<file path="config.mk">
export PLATFORM = sky130hd
export DESIGN_NAME = dac_prog_regif
export DESIGN_NICKNAME = d
export VERILOG_FILES = /design/src/rtl/dac_prog_pkg.sv /design/src/rtl/dac_ctrl_regs.sv /design/src/rtl/dac_ret_sync.sv /design/src/rtl/dac_pulse_gen.sv /design/src/rtl/dac_prog_regif.sv
export SDC_FILE = /design/constraint.sdc
export NUM_CORES = 1
export LEC_CHECK = 0
export ABC_CLOCK_PERIOD_IN_PS = 2900
export BUFFER_PORTS_ARGS = -buffer_cell sky130_fd_sc_hd__buf_2
export CAP_MARGIN = 20
export CORE_MARGIN = 8
export CORE_UTILIZATION = 40
export DETAILED_ROUTE_END_ITERATION = 8
export SETUP_SLACK_MARGIN = 0.05
export SKIP_CTS_REPAIR_TIMING = 1
export SLEW_MARGIN = 20
export SYNTH_ARGS = -nofsm -noshare
export SYNTH_HDL_FRONTEND = slang
export SYNTH_SLANG_ARGS = --single-unit
</file>
<file path="constraint.sdc">
create_clock -name clk -period 2.9 [get_ports clk]
set_clock_uncertainty 0.2 [all_clocks]
set_input_delay 0.58 -clock clk [delete_from_list [all_inputs] [get_ports clk]]
set_output_delay 0.58 -clock clk [all_outputs]
set_load 0.01 [all_outputs]
</file>
<file path="src/rtl/dac_prog_pkg.sv">
package dac_prog_pkg;
  // Register addresses (software visible)
  localparam int ADR_CTRL_A = 0;
  localparam int ADR_CTRL_B = 1;
  localparam int ADR_STAT   = 3;
  localparam int ADR_SHIFT  = 4;
  // Bit positions
  localparam int BIT_GUARD  = 5;
  localparam int BIT_ADCEN  = 7;
  localparam int BIT_CSN    = 6;
  localparam int BIT_RET    = 4;

  typedef enum logic [1:0] {
    PG_IDLE   = 2'd0,
    PG_SETTLE = 2'd1,
    PG_HIGH   = 2'd2
  } pg_state_e;
endpackage

</file>
<file path="src/rtl/dac_ctrl_regs.sv">
module dac_ctrl_regs #(
  parameter int DATA_W = 16
) (
  input  logic              clk,
  input  logic              rst_n,
  input  logic              we_a,
  input  logic              we_b,
  input  logic [DATA_W-1:0] wdata,
  output logic [DATA_W-1:0] ctrl_a_q,
  output logic [DATA_W-1:0] ctrl_b_q
);
  import dac_prog_pkg::*;

  localparam logic [DATA_W-1:0] RST_B = DATA_W'(1) << BIT_CSN;

  logic [DATA_W-1:0] ctrl_a_d, ctrl_b_d;

  always_comb begin
    ctrl_a_d = ctrl_a_q;
    ctrl_b_d = ctrl_b_q;
    if (we_a) ctrl_a_d = wdata;
    if (we_b) ctrl_b_d = wdata;
  end

  always_ff @(posedge clk or negedge rst_n) begin
    if (!rst_n) begin
      ctrl_a_q <= '0;
      ctrl_b_q <= RST_B;
    end else begin
      if (we_a) ctrl_a_q <= ctrl_a_d;
      if (we_b) ctrl_b_q <= ctrl_b_d;
    end
  end
endmodule

</file>
<file path="src/rtl/dac_ret_sync.sv">
module dac_ret_sync #(
  parameter int STAGES = 2
) (
  input  logic clk,
  input  logic rst_n,
  input  logic d_i,
  output logic q_o
);
  logic [STAGES-1:0] chain_q, chain_d;

  generate
    if (STAGES == 1) begin : g_single
      always_comb chain_d = d_i;
    end else begin : g_multi
      always_comb chain_d = {chain_q[STAGES-2:0], d_i};
    end
  endgenerate

  always_ff @(posedge clk or negedge rst_n) begin
    if (!rst_n) chain_q <= '0;
    else        chain_q <= chain_d;
  end

  assign q_o = chain_q[STAGES-1];
endmodule

</file>
<file path="src/rtl/dac_pulse_gen.sv">
module dac_pulse_gen #(
  parameter int SETTLE_CYC = 2,
  parameter int HIGH_CYC   = 2
) (
  input  logic clk,
  input  logic rst_n,
  input  logic start_i,
  input  logic bit_i,
  output logic sdi_o,
  output logic sclk_o,
  output logic busy_o
);
  import dac_prog_pkg::*;

  localparam int MAXC  = (SETTLE_CYC > HIGH_CYC) ? SETTLE_CYC : HIGH_CYC;
  localparam int CNT_W = $clog2(MAXC + 1);
  localparam logic [CNT_W-1:0] SET_LAST  = CNT_W'(SETTLE_CYC - 1);
  localparam logic [CNT_W-1:0] HIGH_LAST = CNT_W'(HIGH_CYC - 1);

  pg_state_e        st_q, st_d;
  logic [CNT_W-1:0] cnt_q, cnt_d;
  logic             sdi_q, sdi_d;
  logic             sclk_q, sclk_d;

  always_comb begin
    st_d  = st_q;
    cnt_d = cnt_q;
    sdi_d = sdi_q;
    case (st_q)
      PG_IDLE: begin
        if (start_i) begin
          st_d  = PG_SETTLE;
          cnt_d = '0;
          sdi_d = bit_i;
        end
      end
      PG_SETTLE: begin
        if (cnt_q == SET_LAST) begin
          st_d  = PG_HIGH;
          cnt_d = '0;
        end else begin
          cnt_d = cnt_q + 1'b1;
        end
      end
      PG_HIGH: begin
        if (cnt_q == HIGH_LAST) begin
          st_d  = PG_IDLE;
          cnt_d = '0;
        end else begin
          cnt_d = cnt_q + 1'b1;
        end
      end
      default: begin
        st_d  = PG_IDLE;
        cnt_d = '0;
      end
    endcase
    sclk_d = (st_d == PG_HIGH);
  end

  always_ff @(posedge clk or negedge rst_n) begin
    if (!rst_n) begin
      st_q   <= PG_IDLE;
      cnt_q  <= '0;
      sdi_q  <= 1'b0;
      sclk_q <= 1'b0;
    end else begin
      st_q   <= st_d;
      cnt_q  <= cnt_d;
      sclk_q <= sclk_d;
      if (start_i && st_q == PG_IDLE) sdi_q <= sdi_d;
    end
  end

  assign sdi_o  = sdi_q;
  assign sclk_o = sclk_q;
  assign busy_o = (st_q != PG_IDLE);

  // a new pulse is only requested while idle
  assert_start_idle_R5: assert property (@(posedge clk) disable iff (!rst_n)
    start_i |-> st_q == PG_IDLE);
  // data line stays put throughout a pulse
  assert_sdi_stable_R4: assert property (@(posedge clk) disable iff (!rst_n)
    (st_q != PG_IDLE && $past(st_q) != PG_IDLE) |-> $stable(sdi_q));
  // clock rises only after the settle phase
  assert_rise_after_settle_R4: assert property (@(posedge clk) disable iff (!rst_n)
    $rose(sclk_q) |-> $past(st_q) == PG_SETTLE);
  // falling clock ends the pulse
  assert_fall_ends_busy_R5: assert property (@(posedge clk) disable iff (!rst_n)
    $fell(sclk_q) |-> st_q == PG_IDLE);
endmodule

</file>
<file path="src/rtl/dac_prog_regif.sv">
module dac_prog_regif #(
  parameter int ADDR_W      = 3,
  parameter int DATA_W      = 16,
  parameter int SETTLE_CYC  = 2,
  parameter int HIGH_CYC    = 2,
  parameter int SYNC_STAGES = 2
) (
  input  logic              clk,
  input  logic              rst_n,
  input  logic [ADDR_W-1:0] bus_addr,
  input  logic [DATA_W-1:0] bus_wdata,
  input  logic              bus_wr,
  input  logic              bus_rd,
  output logic [DATA_W-1:0] bus_rdata,
  output logic              busy,
  output logic              dac_cs_n,
  output logic              dac_sclk,
  output logic              dac_sdi,
  input  logic              dac_ret,
  output logic              adc_en
);
  import dac_prog_pkg::*;

  logic              wr_ok, sel_a, sel_b, sel_st, sel_sh;
  logic              guard, start, ret_s;
  logic [DATA_W-1:0] ctrl_a, ctrl_b, stat_w;

  assign sel_a  = (int'(bus_addr) == ADR_CTRL_A);
  assign sel_b  = (int'(bus_addr) == ADR_CTRL_B);
  assign sel_st = (int'(bus_addr) == ADR_STAT);
  assign sel_sh = (int'(bus_addr) == ADR_SHIFT);

  assign wr_ok = bus_wr && !busy;
  assign guard = ctrl_a[BIT_GUARD];
  assign start = wr_ok && sel_sh && guard;

  dac_ctrl_regs #(.DATA_W(DATA_W)) u_regs (
    .clk      (clk),
    .rst_n    (rst_n),
    .we_a     (wr_ok && sel_a),
    .we_b     (wr_ok && sel_b),
    .wdata    (bus_wdata),
    .ctrl_a_q (ctrl_a),
    .ctrl_b_q (ctrl_b)
  );

  dac_pulse_gen #(.SETTLE_CYC(SETTLE_CYC), .HIGH_CYC(HIGH_CYC)) u_pulse (
    .clk     (clk),
    .rst_n   (rst_n),
    .start_i (start),
    .bit_i   (bus_wdata[0]),
    .sdi_o   (dac_sdi),
    .sclk_o  (dac_sclk),
    .busy_o  (busy)
  );

  dac_ret_sync #(.STAGES(SYNC_STAGES)) u_sync (
    .clk   (clk),
    .rst_n (rst_n),
    .d_i   (dac_ret),
    .q_o   (ret_s)
  );

  assign dac_cs_n = guard ? ctrl_b[BIT_CSN] : 1'b1;
  assign adc_en   = ctrl_a[BIT_ADCEN];

  always_comb begin
    stat_w          = '0;
    stat_w[BIT_RET] = ret_s;
  end

  always_comb begin
    bus_rdata = '0;
    if (bus_rd) begin
      if (sel_a)       bus_rdata = ctrl_a;
      else if (sel_b)  bus_rdata = ctrl_b;
      else if (sel_st) bus_rdata = stat_w;
    end
  end

  // clock never pulses while the guard bit is clear
  assert_sclk_guard_R2: assert property (@(posedge clk) disable iff (!rst_n)
    !guard |-> !dac_sclk);
  // chip-select cannot move inside a pulse
  assert_cs_hold_R5: assert property (@(posedge clk) disable iff (!rst_n)
    (busy && $past(busy)) |-> $stable(dac_cs_n));
  // a guarded-off shift write starts nothing
  assert_no_start_guarded_R6: assert property (@(posedge clk) disable iff (!rst_n)
    (bus_wr && sel_sh && !guard && !busy) |=> !busy);
endmodule

</file>
== Word level (Yosys, flattened, before mapping) ==
Index checks and enable logic that the tools add are counted.
W data, S select, Z words.
Word-level totals
  register bits: 40
  latch bits: 0
  memory bits (writable): 0
  ROM bits: 0
  input port bits: 24
  output and inout bits: 21
  word-level logic and storage cells: 40
  memories kept: 0
Cells by class
  add/sub/neg operators: 1
  multiply operators: 0
  div/mod/pow operators: 0
  order comparisons: 0
  equality and inequality tests: 8
  shift-type cells: 0
  muxes and demuxes: 12
  bitwise gates (word level): 0
  reductions and logical operators: 12
Operators by type and width (number)
  $mux W16: 3
  $mux W2: 5
  $eq A3 B3 Y1 const B: 2
  $logic_and A1 B1 Y1: 6
  $pmux W2 S3: 1
  $mux W5: 1
  $eq A2 B1 Y1 const B: 2
  $eq A2 B2 Y1 const B: 2
  $pmux W2 S2: 1
  $eq A3 B2 Y1 const B: 1
  $logic_not A3 Y1: 1
  $reduce_and A3 Y1: 1
  $add A2 B1 Y2 const B: 1
  $logic_not A2 Y1: 1
  $ne A2 B1 Y1 const B: 1
  $reduce_bool A2 Y1: 1
  $reduce_or A2 Y1: 1
  $logic_not A1 Y1: 1
  $mux W1: 1

== Logic depth before layout (Yosys ltp) ==
  depth after elaboration: 8
  depth in mapped cells: 6
  mapped depth without buffers: 5

== By module ==
Synthesis repeated with hierarchy kept, for this count alone.
Second synthesis, totals
  cell total of the unflattened synthesis: 132
  area, all modules: 1983.2 um^2
By module, submodules not included
  dac_ctrl_regs: instances 1, cells an instance 68, area an instance 1300.0 um^2, sequential area each 802.0 um^2
  dac_pulse_gen: instances 1, cells an instance 32, area an instance 347.8 um^2, sequential area each 150.1 um^2
  dac_prog_regif: instances 1, cells an instance 30, area an instance 285.3 um^2, sequential area each 0.0 um^2
  dac_ret_sync: instances 1, cells an instance 2, area an instance 50.0 um^2, sequential area each 50.0 um^2

== Worst setup path before layout ==
No wires, ideal clock.
  path kind: input-to-output
  start: in bus_addr[0]
  end: out bus_rdata[10]
  data arrival time: 1.308 ns
  data required time: 2.120 ns
  setup slack: 0.812 ns
  stages on the path: 4
  buffers on the path: 2
  cells stage by stage: buf_4 -> buf_2 -> mux2i_1 -> nor2_1
Between the ends
  word-level cells in the longest chain between the ends: 4
  elaborated cells between the ends (all ways): 5
  those cells by class: eq/ne (1); mux (3); reduce/logical (1)
RTL lines
  start: declaration: line dac_prog_regif.sv:10  | input logic [ADDR_W-1:0] bus_addr,
  $eq A3 B2 Y1: line dac_prog_regif.sv:29  | assign sel_b = (int'(bus_addr) == ADR_CTRL_B);
  $mux W16: line dac_prog_regif.sv:76  | else if (sel_b) bus_rdata = ctrl_b;
  $mux W16 (*): line dac_prog_regif.sv:75  | if (sel_a) bus_rdata = ctrl_a;
  $mux W16 (*): line dac_prog_regif.sv:74  | if (bus_rd) begin
  end: declaration: line dac_prog_regif.sv:14  | output logic [DATA_W-1:0] bus_rdata,
Mark *: on every way between the ends. The rest lies on a longest branch, timed or not.

== Worst setup path in the final report ==
  start: in bus_addr[2]
  end: out bus_rdata[8]
The elaborated chain is that of the path after synthesis.

==> impl_metrics.csv <==
group,metric,value,unit
power,p_per_area,833,nW/um^2
worst_setup_path,rrSetupSlack,0.80,ns
synth,synth_flop_cell,"dfrtp_1",
worst_setup_path,cp.arrival,1.71,ns
synth,syn-mean-instance-area,13.4,um^2
timing,setup_viol,0,
synth,yosys_register_bits,40,
clock_tree,clk_pin_slew,0.08,ns
routing,antenna_left,0,
synth,synthMuxAreaShare,30.1,%
worst_hold_path,worstHoldPathType,"flip-flop to flip-flop",
synth,synthAdderAreaFrac,2.60,%
synth,ys_warn_count,0,
worst_setup_path,crit_slowest_cell,"nand2_1",
timing,max_freq,402,MHz
timing,slew_violations,0,
clock_tree,insertion_delay,0.29,ns
clock_tree,cts.sinks,40,
power,power.leakage,1.15,nW
routing,drt_first_pass_iters,4,
synth,synthArstFlopShare,100,%
clock_tree,tritoncts,"yes",
timing,slew_headroom,42.6,%
routing,drt-initial-drc-count,34,
routing,num_vias,1270,
synth,syn-num-nets,172,
synth,yosysTopAreaCell,"dfrtp_1",
placed_design,gp_congestion,0.845,
clock_tree,cts-root-buf,"clkbuf_8",
cells_and_area,diodes,0,
synth,seq_area_frac_synth,52.0,%
worst_setup_path,worstPathMaxFanout,15,
outcome,status,"completed",
global_route,grt_pass1_vias,1478,
floorplanning,num_rows,25,
floorplanning,die_w,85.4,um
synth,synth_xor_area_share,0,%
worst_setup_path,path_delay_family,"simple AND/OR/NAND/NOR gates",
cells_and_area,regArea,1000,um^2
global_route,grt_pass1_wl,6.97,mm
worst_setup_path,crit_path_end_kind,"primary output",
global_route,grt_max_degree,41,
routing,routedWlPerCell,16.4,um
worst_setup_path,worst_ep_required_time,2.12,ns
timing,period_needed,2.49,ns
timing,setup_tns,0,ns
worst_setup_path,cp-start-kind,"input pin",
floorplanning,pin_count,45,
floorplanning,die_height,85.4,um
cells_and_area,layout_commonest_cell,"buf_2",
cells_and_area,fin_area,2280,um^2
cells_and_area,synthToLayoutAreaGrowth,18.6,%
synth,synth_top_family_by_area,"multiplexers",
clock_tree,h-tree-depth,2,
timing,fin_crit_sh,85.8,%
worst_setup_path,path_cells,"buf_2 > nor2_1 > nand2_1 > nor2_1 > buf_2",
placed_design,portBuffers,44,
worst_setup_path,cpPeakStageDelay,0.40,ns
cells_and_area,multi_input_area,872,um^2
clock_tree,clockBufferDepth,2,
placed_design,dpl-instance-area,2190,um^2
routing,drc_errors,0,
synth,synth_cell_types,27,
synth,synth_cells,144,
timing,final-hold-violation-count,0,
global_route,antenna_found_initial,0,
synth,post_synth_main_area_contributors,"dfrtp_1, mux2_2, mux2i_1, mux2_4, nor2_1",
synth,synth_compound_area_share,3.12,%
routing,routed_via_density,5.14,
placed_design,place_ws,0.417,ns
cells_and_area,mostFrequentLayoutCells,"buf_2, dfrtp_1, mux2_2, nor2_1, mux2i_1",
placed_design,dpl.hpwl,2.94,mm
synth,synthSimpleGateAreaFrac,9.42,%
worst_setup_path,critPathBufInv,2,
synth,syn_area,1930,um^2
timing,rsz0062_at_grt,"no",
synth,synth-edff-count,0,
worst_setup_path,crit_type,"input pin to primary output",
floorplanning,dieArea,7290,um^2
power,vdd_ir_drop_max,419,uV
global_route,grt_use_total,12.3,%
timing,tightest_slew,0.861,ns
run,cap_violations,0,
cells_and_area,drive_gt1_share,47.7,%
synth,netlist.area_leader.share,50.7,%
clock_tree,cts_buffers,5,
cells_and_area,layout.nets,220,
floorplanning,initial_core_util,41.0,%
floorplanning,core_area,4690,um^2
global_route,grt_overflow,0,
routing,routed_wl,4.06,mm
power,power,1.90,mW
timing,postLayoutSetupSlackWorst,0.413,ns
cells_and_area,fillers,435,
## registers in the layout, summed over array words and instances, names as in the netlist
register and count:
u_pulse.cnt_q 2, u_pulse.sdi_o 1, u_regs.ctrl_b_q 16, u_sync.chain_q 2, u_pulse.st_q 2, u_pulse.sclk_o 1, u_regs.ctrl_a_q 16
## cell families after synthesis
group           after synthesis
compound gates                9
fa+ha+maj                     4
buf+inv                       9
flops                        40
mux                          50
simple gates                 32
## worst paths after layout
| path | from | end | cells after the start |
|---|---|---|---|
| max | bus_addr[2] | bus_rdata[8] | 5 |
| min reg2reg | u_sync.chain_q[0] | u_sync.chain_q[1] | 0 |
| min | u_sync.chain_q[0] | u_sync.chain_q[1] | 0 |
| max in group asynchronous | rst_n | u_regs.ctrl_b_q[15] | 1 |
| max reg2reg | u_pulse.st_q[0] | u_regs.ctrl_a_q[3] | 6 |
| min in group asynchronous | rst_n | u_regs.ctrl_b_q[4] | 1 |
## stage by stage
| step | std cells | utilization, % | hold slack, ns |
|---|---|---|---|
| 2_1_floorplan | 144 | - | 0.0844 |
| 3_3_place_gp | 239 | 46.7 | 0.133 |
| 3_5_place_dp | 239 | 46.7 | 0.143 |
| 4_1_cts | 247 | 48.7 | 0.152 |
| 5_1_grt | 247 | 48.7 | 0.164 |
| 6_report | 247 | 48.7 | 0.152 |
## layout make-up
class                      instances  area share, %
sequential                        40           43.9
multi-input combinational         95           38.2
tap                               54           2.96
timing repair buffer              46           10.3
inverter                           4          0.657
clock buffer                       6           3.61
clock inverter                     2          0.438
## routing by layer
| layer | routed length, um | vias to the layer above | global-route usage [%] |
|---|---|---|---|
| met4 | 45 | 0 | 3.82 |
| met5 | 0 | - | 0 |
| met2 | 2140 | 23 | 22.7 |
| li1 | - | 594 | - |
| met1 | 1690 | 648 | 12.7 |
| met3 | 179 | 5 | 4.05 |
## synthesized netlist by cell type, drive strengths merged, types with 2 or more instances
| library cell | n |
|---|---|
| a221oi | 2 |
| and3b | 2 |
| buf | 4 |
| dfrtp | 39 |
| ha | 4 |
| inv | 4 |
| mux2 | 34 |
| mux2i | 16 |
| nand2 | 3 |
| nand2b | 2 |
| nor2 | 18 |
| nor2b | 2 |
| o21a | 2 |
| o21ai | 3 |
## where the power goes
part	internal, mW	switching [mW]
Clock	0.190	0.187
Combinational	0.350	0.236
Sequential	0.806	0.135
(Power assumes the default switching activity.)
